[src/rtl/xr_seq_pkg.sv]
`timescale 1ns/1ps
package xr_seq_pkg;

    // Bits per packed decimal digit on the programming input.
    localparam int unsigned DIGIT_W = 4;

    // Per-phase decode handed from the phase counter to the jam selector.
    typedef struct packed {
        logic on_prog;   // programmed segment is running
        logic on_final;  // final round segment is running
    } phase_flags_t;

    // Place value of digit position pos (10^pos).
    function automatic int unsigned dec_weight(input int unsigned pos);
        int unsigned w;
        w = 1;
        for (int unsigned k = 0; k < pos; k++) begin
            w = w * 10;
        end
        return w;
    endfunction

endpackage

[src/rtl/xr_bcd_weigh.sv]
`timescale 1ns/1ps
module xr_bcd_weigh
    import xr_seq_pkg::*;
#(
    parameter int unsigned NDIG = 5,
    parameter int unsigned CW   = 18
) (
    input  logic [DIGIT_W*NDIG-1:0] digits_i,
    output logic [CW-1:0]           value_o
);

    logic [CW-1:0] partial [NDIG+1];

    assign partial[0] = '0;

    for (genvar g = 0; g < NDIG; g++) begin : g_digit
        logic [CW-1:0] nib_ext;
        logic [CW-1:0] weight;
        assign nib_ext = CW'(digits_i[DIGIT_W*g +: DIGIT_W]);
        assign weight  = CW'(dec_weight(g));
        assign partial[g+1] = partial[g] + nib_ext * weight;
    end

    assign value_o = partial[NDIG];

endmodule

[src/rtl/xr_phase_ctr.sv]
`timescale 1ns/1ps
module xr_phase_ctr
    import xr_seq_pkg::*;
#(
    parameter int unsigned REPEATS = 9,
    parameter int unsigned PW      = 4
) (
    input  logic          clk,
    input  logic          rst,
    input  logic          tc_i,
    output logic [PW-1:0] phase_o,
    output phase_flags_t  flags_o
);

    localparam logic [PW-1:0] LAST = PW'(REPEATS);

    logic [PW-1:0] phase_q;

    always_ff @(posedge clk) begin
        if (rst) begin
            phase_q <= '0;
        end else if (tc_i) begin
            phase_q <= (phase_q == LAST) ? '0 : phase_q + 1'b1;
        end
    end

    assign phase_o          = phase_q;
    assign flags_o.on_prog  = (phase_q == '0);
    assign flags_o.on_final = (phase_q == LAST);

endmodule

[src/rtl/xr_jam_sel.sv]
`timescale 1ns/1ps
module xr_jam_sel
    import xr_seq_pkg::*;
#(
    parameter int unsigned CW          = 18,
    parameter int unsigned ROUND_COUNT = 11000
) (
    input  logic         rst,
    input  phase_flags_t flags_i,
    input  logic [CW-1:0] prog_val_i,
    output logic [CW-1:0] jam_o
);

    localparam logic [CW-1:0] ROUND_VAL = CW'(ROUND_COUNT);

    // The core reloads on the terminal pulse, so the bus always shows the
    // value of the segment that follows the running one.
    always_comb begin
        if (rst || flags_i.on_final) begin
            jam_o = prog_val_i;
        end else begin
            jam_o = ROUND_VAL;
        end
    end

endmodule

[src/rtl/xr_seq_divider.sv]
`timescale 1ns/1ps
module xr_seq_divider
    import xr_seq_pkg::*;
#(
    parameter int unsigned NDIG        = 5,
    parameter int unsigned ROUND_COUNT = 11000,
    parameter int unsigned REPEATS     = 9,
    parameter int unsigned CW          = 18
) (
    input  logic                    clk,
    input  logic                    rst,
    input  logic [DIGIT_W*NDIG-1:0] prog_digits_i,
    input  logic                    core_tc_i,
    output logic [CW-1:0]           core_jam_o,
    output logic                    cycle_o
);

    localparam int unsigned PW = (REPEATS < 1) ? 1 : $clog2(REPEATS + 1);

    logic [CW-1:0] prog_val;
    logic [PW-1:0] phase;
    phase_flags_t  flags;

    xr_bcd_weigh #(
        .NDIG (NDIG),
        .CW   (CW)
    ) u_weigh (
        .digits_i (prog_digits_i),
        .value_o  (prog_val)
    );

    xr_phase_ctr #(
        .REPEATS (REPEATS),
        .PW      (PW)
    ) u_phase (
        .clk     (clk),
        .rst     (rst),
        .tc_i    (core_tc_i),
        .phase_o (phase),
        .flags_o (flags)
    );

    xr_jam_sel #(
        .CW          (CW),
        .ROUND_COUNT (ROUND_COUNT)
    ) u_sel (
        .rst        (rst),
        .flags_i    (flags),
        .prog_val_i (prog_val),
        .jam_o      (core_jam_o)
    );

    assign cycle_o = core_tc_i && flags.on_final && !rst;

endmodule

[config.mk]
export PLATFORM = sky130hd
export DESIGN_NAME = xr_seq_divider
export DESIGN_NICKNAME = d
export VERILOG_FILES = /design/src/rtl/xr_seq_pkg.sv /design/src/rtl/xr_bcd_weigh.sv /design/src/rtl/xr_phase_ctr.sv /design/src/rtl/xr_jam_sel.sv /design/src/rtl/xr_seq_divider.sv
export SDC_FILE = /design/constraint.sdc
export NUM_CORES = 1
export LEC_CHECK = 0
export BUFFER_PORTS_ARGS = -buffer_cell sky130_fd_sc_hd__buf_2
export CORE_ASPECT_RATIO = 2
export CORE_UTILIZATION = 30
export CTS_BUF_LIST = sky130_fd_sc_hd__clkbuf_8 sky130_fd_sc_hd__clkbuf_16
export CTS_CLUSTER_DIAMETER = 150
export DETAILED_ROUTE_END_ITERATION = 6
export PLACE_DENSITY = 0.51
export SYNTH_ARGS = -nofsm -noshare
export SYNTH_HDL_FRONTEND = slang
export SYNTH_SLANG_ARGS = --single-unit
[constraint.sdc]
create_clock -name clk -period 4.95 [get_ports clk]
set_clock_uncertainty 0.1 [all_clocks]
set_input_delay 0 -clock clk [delete_from_list [all_inputs] [get_ports clk]]
set_output_delay 0 -clock clk [all_outputs]
set_load 0.01 [all_outputs]
==> results.json, run 1 <==
{
  "ys.flop_type": "dfxtp_1",
  "yosysUniqueCellTypes": 43,
  "worst-setup-path-type": "input pin to output port",
  "viasPerCell": 4.78,
  "antenna_found_initial": 0,
  "clock.fmax_mhz": 212,
  "vias": 2185,
  "nNetsFinal": 475,
  "avgSynthCellArea_sq_um": 8.53,
  "path_cells": "buf_2 -> fa_1 -> inv_1 -> fa_1 -> inv_1 -> ha_1 -> a21oi_1 -> o21bai_1 -> xnor2_1 -> fa_1 -> inv_1 -> ha_1 -> ha_1 -> a21oi_2 -> o311a_1 -> nor2_2 -> a311oi_2 -> o41ai_1 -> buf_2",
  "crit_path_max_fanout": 6,
  "cp_slowest_stage_delay_ps": 560,
  "syn_inst": 310,
  "synth_nets": 426,
  "synthArstFlopShare_pct": 0,
  "max_cap_viol_count": 0,
  "start_util_pct": 30.8,
  "p_leak_nw": 1.66,
  "clk_latency_ps": 230,
  "n_fill_cell": 915,
  "rrSetupSlack_ps": 3910,
  "cts_root_buf": "clkbuf_16",
  "yosysMostFrequentCell": "ha_1",
  "largest_reg_flops": 4,
  "synth_top_area_share_pct": 31.2,
  "synth_common_cells": "66 x ha_1, 61 x inv_1, 27 x fa_1",
  "drive_above_1_share_pct": 15.7,
  "cp.arrival_ps": 4630,
  "cts_tree": "done",
  "start_kind": "input pin",
  "irDropWorstVdd_mv": 0.263,
  "grt_pass1_vias": 2225,
  "dp_hpwl_mm": 5.23,
  "cp.required_ps": 4850,
  "wl_per_cell_um": 12.6,
  "synth_edf_count": 0,
  "regArea_sq_um": 80.1,
  "multi_input_area_sq_um": 2340,
  "endpoint_kind": "output port",
  "power_density_nw_per_um2": 543,
  "die_area_sq_um": 9210,
  "ys_seq_area_share_pct": 3.03,
  "place_congestion": 0.860,
  "hold_depth": 3,
  "rr_endpoint": "u_phase.phase_o[3]",
  "hp-class": "input pin to output port",
  "grt_first_pass_wirelength_mm": 9.56,
  "grt_max_degree": 12,
  "grt_use_total_pct": 13.4,
  "num_io_pins": 42,
  "io_buffers": 41,
  "final_cells": 457,
  "slew_viol_final": 0,
  "route.detailed.drc": 0,
  "detail_route.first_pass.iterations": 4,
  "clock-sinks": 4,
  "globalRouteOverflowTotal": 0,
  "clock_path_buffers": 2,
  "timing.rr.start": "u_phase.phase_o[1]",
  "status": "finished clean",
  "holdPathEnd": "core_jam_o[0]",
  "h-tree-depth": 1,
  "diodes": 0,
  "wl_mm": 5.78,
  "cts_made_buffers": 3,
  "place_inst": 452,
  "synthTopCellsByArea": "ha_1 31%, fa_1 20%, inv_1 8.7%",
  "antenna_left": 0,
  "pre_cts_slack_ps": 258,
  "coreArea_sq_um": 8590,
  "die_y_um": 135,
  "yosys_warnings": 0,
  "period_share_pct": 95.5,
  "finalCriticalPeriod_ps": 4730,
  "num_rows": 48,
  "postCtsSetupBuffers": 0,
  "drt-initial-drc-count": 52,
  "critPathSlowestCell": "fa_1",
  "synth_top_area_cell": "ha_1",
  "setup_ws_ps": 225,
  "maxSlewHeadroom_pct": 56.2,
  "ys_seq_elements": 4,
  "setup_tns_ps": 0,
  "reg2regPathDepth": 4,
  "area_growth_pct": 16.9,
  "synth_area_sq_um": 2640,
  "finalHoldViolCount": 0,
  "worstHoldStart": "prog_digits_i[0]",
  "worst_slew_pin_slew_ps": 654,
  "fp.dieW_um": 68.4,
  "finalSetupViolations": 0
}
==> per-layer routing <==
metal / up-vias / track usage [%] / wire, um
met5: - / 0 / 0
met4: 0 / 2.43 / 66
met3: 4 / 0 / 107
met2: 30 / 28.2 / 3500
met1: 1024 / 13.6 / 2110
li1: 1127 / - / -
==> layout by cell type (no fill, tap or decap), types with 3 or more instances in the layout <==
master and instances:
nand2b_1 4, nor3_1 4, a31oi_1 4, o21ai_0 8, clkbuf_16 3, dfxtp_1 4
xor2_1 7, o21ai_1 3, xnor2_1 19, a21o_1 7, a21oi_1 18, nor2b_1 3
o21bai_1 4, inv_1 61, nand2_1 11, buf_2 41, ha_1 66, nand3_1 4
o21a_1 3, fa_1 27, nor2_1 21, and2_1 3
==> power breakdown <==
| part | switching [mW] | leakage [nW] | internal, mW |
|---|---|---|---|
| Clock | 0.0230 | 0.0370 | 0.103 |
| Combinational | 0.857 | 1.59 | 0.658 |
| Sequential | 0.00200 | 0.0326 | 0.0341 |
| Total | 0.882 | 1.66 | 0.795 |
==> worst max-delay path, delay by kind of cell <==
family	cells	cell delay, ps
adders and majority gates	6	2630
AOI/OAI and AO/OA	6	1200
buffers and inverters	5	470
xor gates and xnor gates	1	160
and+or+nand+nor	1	150
==> how the worst max path moves through the flow <==
stage,slack [ps],cells past startpoint,end,from
5_1_grt,-50,20,core_jam_o[17],prog_digits_i[13]
2_1_floorplan,560,17,core_jam_o[17],prog_digits_i[13]
3_5_place_dp,260,21,core_jam_o[17],prog_digits_i[13]
4_1_cts,230,21,core_jam_o[17],prog_digits_i[13]
3_3_place_gp,330,20,core_jam_o[17],prog_digits_i[13]
6_report,220,19,core_jam_o[17],prog_digits_i[13]
==> repair_timing <==
item	in CTS	in global routing
endpoints found under the hold margin	4	0
endpoints found under the setup margin	0	2
resized for setup	0	2
hold buffers	2	0
==> cells by family (layout without fill, tap and decap cells) <==
| family | after synthesis | count (layout) | share of synthesized area [%] |
|---|---|---|---|
| and+or+nand+nor | 61 | 61 | 11.6 |
| AOI/OAI and AO/OA | 62 | 62 | 15.5 |
| DFF | 4 | 4 | 3.03 |
| adders and majority gates | 93 | 93 | 51.7 |
| muxes | 2 | 2 | 0.757 |
| xor gates and xnor gates | 26 | 26 | 8.61 |
| buffers and inverters | 62 | 109 | 8.80 |
==> area by class of cell <==
cell class | instances | share of cell area, %
clock buffers | 3 | 2.43
inverters | 61 | 7.41
multi-input cells | 244 | 75.7
flip-flops and latches | 4 | 2.59
well taps | 100 | 4.05
repair buffers | 45 | 7.77
==> metrics by stage <==
stage	total power [mW]	hold slack (ps)	area, sq um	utilization, %
after CTS	1.68	195	3080	35.9
final	1.68	190	3090	36.0
after detailed placement	1.54	152	2990	34.8
after global placement	1.54	154	2990	34.8
after floorplan	1.18	-30.9	2640	-
after global routing	1.89	203	3090	36.0
No activity file was read; power rests on OpenSTA's default activity.
==> run 2, diff against run 1 <==
Settings changed: REMOVE_ABC_BUFFERS from default to 1.
Clock period 4.95 ns to 5.97 ns, I/O delays scaled along.
==> run 2 against run 1 <==
Combinational power shrank 19%. Routed wire length is 2.5% lower. Sequential share of layout area about the same. Critical path depth is 2 higher. Final cell count fell by 0.44%. Die area is the same. Critical endpoint unchanged. Register-to-register slack better by 1000 ps. First-iteration DRC count is 38% higher. Global-route usage about the same. Highest routed layer is now met3. Critical path type unchanged.
==> results.json, run 2 (synthesized netlist as in run 1, its figures left out) <==
{
  "final_cells": 455,
  "place_congestion": 0.822,
  "antenna_found_initial": 0,
  "worst-setup-path-type": "input pin to output port",
  "drive_above_1_share_pct": 14.6,
  "route.detailed.drc": 0,
  "start_kind": "input pin",
  "status": "finished clean",
  "finalCriticalPeriod_ps": 4940,
  "area_growth_pct": 15.9,
  "drt-initial-drc-count": 72,
  "cts_tree": "done",
  "critPathSlowestCell": "fa_1",
  "wl_per_cell_um": 12.4,
  "clock-sinks": 4,
  "die_area_sq_um": 9210,
  "viasPerCell": 4.66,
  "finalSetupViolations": 0,
  "cp.required_ps": 5870,
  "cts_root_buf": "clkbuf_16",
  "period_share_pct": 82.7,
  "detail_route.first_pass.iterations": 4,
  "endpoint_kind": "output port",
  "nNetsFinal": 473,
  "num_rows": 48,
  "irDropWorstVdd_mv": 0.189,
  "slew_viol_final": 0,
  "clk_latency_ps": 220,
  "h-tree-depth": 1,
  "diodes": 0,
  "max_cap_viol_count": 0,
  "path_cells": "buf_2 -> fa_1 -> inv_1 -> fa_1 -> inv_1 -> ha_1 -> a21oi_1 -> o21a_1 -> o21ai_0 -> a21oi_1 -> xnor2_1 -> ha_1 -> ha_1 -> ha_1 -> a21oi_1 -> o311a_1 -> nor2_2 -> a311oi_1 -> o31ai_1 -> o41ai_1 -> buf_2",
  "n_fill_cell": 915,
  "maxSlewHeadroom_pct": 52.7,
  "hp-class": "input pin to output port",
  "cpMostUsedCell": "ha_1",
  "coreArea_sq_um": 8590,
  "largest_reg_flops": 4,
  "grt_use_total_pct": 13.4,
  "final_common_cell": "ha_1",
  "dp_hpwl_mm": 5.21,
  "cp_slowest_stage_delay_ps": 640,
  "setup_tns_ps": 0,
  "die_y_um": 135,
  "cp.arrival_ps": 4840,
  "cts_made_buffers": 3,
  "globalRouteOverflowTotal": 0,
  "clock_path_buffers": 2,
  "p_leak_nw": 1.65,
  "num_io_pins": 42,
  "antenna_left": 0,
  "io_buffers": 41,
  "grt_first_pass_wirelength_mm": 9.65,
  "layout_common_cells": "66 x ha_1, 61 x inv_1, 41 x buf_2",
  "finalHoldViolCount": 0,
  "grt_max_degree": 12,
  "rsz0062_at_grt": "no",
  "wl_mm": 5.63,
  "clock.fmax_mhz": 203,
  "place_inst": 450,
  "vias": 2122,
  "power_density_nw_per_um2": 446,
  "start_util_pct": 30.8,
  "grt_pass1_vias": 2256,
  "fp.dieW_um": 68.4,
  "crit_path_max_fanout": 6,
  "worst_slew_pin_slew_ps": 707,
  "cts_resized": 0
}
[run 2: power by group]
group          switching, mW  leakage, nW  internal, mW
sequential           0.00143       0.0326        0.0283
clock                 0.0181       0.0370        0.0855
combinational          0.697         1.58         0.537
total                  0.717         1.65         0.651
[run 2: final cells by class]
| cell class | instances | area [sq um] | area share, % |
|---|---|---|---|
| multi-input cells | 244 | 2330 | 76.0 |
| inverters | 61 | 229 | 7.47 |
| repair buffers | 43 | 225 | 7.35 |
| well taps | 100 | 125 | 4.08 |
| flip-flops and latches | 4 | 80.1 | 2.61 |
| clock buffers | 3 | 75.1 | 2.45 |
[run 2: metal layers]
| layer | vias up | wire, um | track usage [%] |
|---|---|---|---|
| li1 | 1119 | - | - |
| met1 | 986 | 2040 | 13.6 |
| met2 | 17 | 3520 | 28.6 |
| met3 | 0 | 66 | 0.253 |
| met4 | 0 | 0 | 1.39 |
| met5 | - | 0 | 0 |
[run 2: worst max-delay path, delay by kind of cell]
family / cells / cell delay [ps]
and+or+nand+nor: 1 / 60
buffers and inverters: 4 / 450
AOI/OAI and AO/OA: 9 / 1750
xor gates and xnor gates: 1 / 160
adders and majority gates: 6 / 2410
[run 2: final timing paths]
check | start | end | slack [ps] | cells after the start
setup / recovery | prog_digits_i[13] | core_jam_o[17] | 1030 | 21
hold reg to reg | u_phase.phase_o[2] | u_phase.phase_o[3] | 400 | 2
setup reg to reg | u_phase.phase_o[1] | u_phase.phase_o[3] | 4920 | 4
hold / removal | prog_digits_i[0] | core_jam_o[0] | 190 | 3
[run 2: through the flow]
stage	hold slack (ps)	worst slack, ps	total power, mW	instance area, sq um	util [%]
floorplan	-30.9	1580	0.978	2640	-
global placement	155	1150	1.28	2970	34.6
detailed placement	160	1050	1.28	2970	34.6
CTS	198	1030	1.39	3070	35.7
global route	208	713	1.56	3070	35.7
finish	191	1030	1.37	3070	35.7
[run 2: what timing repair did]
action / 4_1_cts / 5_1_grt
hold buffers: 2 / 0
buffers inserted: 0 / 0
hold endpoints to repair: 4 / 0
==> run 3, diff against run 2 <==
Clock period 5.97 ns to 5.1 ns, I/O delays scaled along.
==> run 3 against run 2 <==
Routed wire length up 0.80%. Combinational power up 18%. Core utilization up 0.087 points. First-iteration DRC count down 31%. Worst hold slack about the same. Register-to-register slack worse by 870 ps. Setup slack worse by 700 ps. Cell area up 0.24%. Sequential share of layout area about the same. Clock power up 15%. Sequential power up 17%. Critical path type unchanged. Largest cell class unchanged. Highest routed layer is now met4.
==> results.json, run 3 (synthesized netlist as in run 1, its figures left out) <==
{
  "reg2regPathDepth": 4,
  "holdPathEnd": "core_jam_o[0]",
  "antenna_left": 0,
  "fp.dieW_um": 68.4,
  "maxSlewHeadroom_pct": 52.4,
  "num_io_pins": 42,
  "status": "finished clean",
  "cts_root_buf": "clkbuf_16",
  "slew_viol_final": 0,
  "largest_reg_flops": 4,
  "io_buffers": 41,
  "grt.met1_usage_pct": 13.1,
  "cp_slowest_stage_delay_ps": 640,
  "power_frac_seq_pct": 2.2,
  "whs_ps": 191,
  "cp.arrival_ps": 4670,
  "grt_util_met2_pct": 28.4,
  "setup_tns_ps": 0,
  "design_area_sq_um": 3070,
  "clk_latency_ps": 220,
  "period_share_pct": 93.5,
  "clock_path_buffers": 2,
  "wl_mm": 5.68,
  "placed_area_sq_um": 2970,
  "critPathSlowestCell": "fa_1",
  "start_util_pct": 30.8,
  "finalHoldViolCount": 0,
  "die_y_um": 135,
  "area_growth_pct": 16.2,
  "nNetsFinal": 473,
  "die_area_sq_um": 9210,
  "path_cells": "buf_2 -> fa_1 -> inv_1 -> fa_1 -> inv_1 -> ha_1 -> a21oi_1 -> o21bai_1 -> xnor2_1 -> fa_1 -> inv_1 -> ha_1 -> ha_1 -> a21oi_2 -> o311a_1 -> nor2_2 -> a311oi_1 -> o31ai_1 -> o41ai_1 -> buf_2",
  "final_cells": 455,
  "timing.rr.start": "u_phase.phase_o[1]",
  "clock-sinks": 4,
  "setup_ws_ps": 332,
  "rsz0062_at_grt": "no",
  "grt_first_pass_wirelength_mm": 9.67,
  "layout_common_cells": "66 x ha_1, 61 x inv_1, 41 x buf_2",
  "place_congestion": 0.822,
  "wl_per_cell_um": 12.5,
  "power_density_nw_per_um2": 522,
  "final_common_cell": "ha_1",
  "drive_above_1_share_pct": 15.2,
  "grt_max_degree": 12,
  "pre_cts_slack_ps": 177,
  "worst-setup-path-type": "input pin to output port",
  "start_kind": "input pin",
  "finalCriticalPeriod_ps": 4770,
  "max_cap_viol_count": 0,
  "drt-initial-drc-count": 50,
  "hp-class": "input pin to output port",
  "crit_path_max_fanout": 6,
  "grt_use_total_pct": 13.6,
  "dp_hpwl_mm": 5.23,
  "viasPerCell": 4.80,
  "cts_tree": "done",
  "irDropWorstVdd_mv": 0.203,
  "finalSetupViolations": 0,
  "path_buf_inv": 5,
  "top_usage_layer": "met2",
  "p_sw_mw": 0.840,
  "h-tree-depth": 1,
  "vias": 2185,
  "power.share.clock_pct": 7.5,
  "cp_top_family": "adder cells",
  "intPower_mw": 0.764,
  "p_comb_share_pct": 90.3,
  "p_leak_nw": 1.65,
  "antenna_found_initial": 0,
  "endpoint_kind": "output port",
  "detail_route.first_pass.iterations": 4,
  "p_sw_share_pct": 52.4,
  "hold_depth": 3,
  "rrSetupSlack_ps": 4050,
  "worst_slew_pin_slew_ps": 712,
  "globalRouteOverflowTotal": 0,
  "rr_endpoint": "u_phase.phase_o[3]",
  "diodes": 0,
  "crit_start": "prog_digits_i[13]",
  "clock.fmax_mhz": 210,
  "grt_pass1_vias": 2276,
  "worstHoldStart": "prog_digits_i[0]",
  "grtUsageMet3_pct": 0.676,
  "cts_made_buffers": 3,
  "place_inst": 450,
  "cp.required_ps": 5000,
  "num_rows": 48,
  "coreArea_sq_um": 8590,
  "route.detailed.drc": 0
}
## run 3: cell counts in the layout (fill, tap and decap cells not counted)
No cell type changed its count.
## run 3: how the worst max path moves through the flow
stage	end	cells after the start
CTS	core_jam_o[17]	21
finish	core_jam_o[17]	20
global route	core_jam_o[17]	20
detailed placement	core_jam_o[15]	21
global placement	core_jam_o[17]	21
floorplan	core_jam_o[17]	17
## run 3: worst min-delay path: stages
cell	delay [ps]
buf_2	70
and2_1	100
buf_2	120
## run 3: routing by layer
| metal | routed length, um | part of all wire, % |
|---|---|---|
| met5 | 0 | 0 |
| met4 | 78 | 1.4 |
| met3 | 99 | 1.7 |
| met2 | 3510 | 62 |
| met1 | 2000 | 35 |
## run 3: area by class of cell
class | instances | area (sq um)
Fill cell | 935 | 5520
Multi-Input combinational cell | 244 | 2340
Inverter | 61 | 229
Timing Repair Buffer | 43 | 225
Tap cell | 100 | 125
Sequential cell | 4 | 80.1
Clock buffer | 3 | 75.1
## run 3: power by group through the flow
stage	sequential, mW	clock [mW]	combinational [mW]
after floorplan	0.0349	0	1.11
after global placement	0.0351	0	1.46
after detailed placement	0.0352	0	1.46
after CTS	0.0349	0.123	1.47
after global routing	0.0352	0.126	1.65
final	0.0348	0.120	1.45
## run 3: through the flow
step / util [%] / total power [mW]
finish: 35.8 / 1.60
global route: 35.8 / 1.81
CTS: 35.7 / 1.63
detailed placement: 34.6 / 1.49
global placement: 34.6 / 1.49
floorplan: - / 1.15
## run 3: what timing repair did
| item | 4_1_cts | 5_1_grt |
|---|---|---|
| buffers inserted | 0 | 0 |
| resized for setup | 0 | 2 |
| endpoints found under the hold margin | 4 | 0 |
| hold buffers | 2 | 0 |
| endpoints found under the setup margin | 0 | 3 |
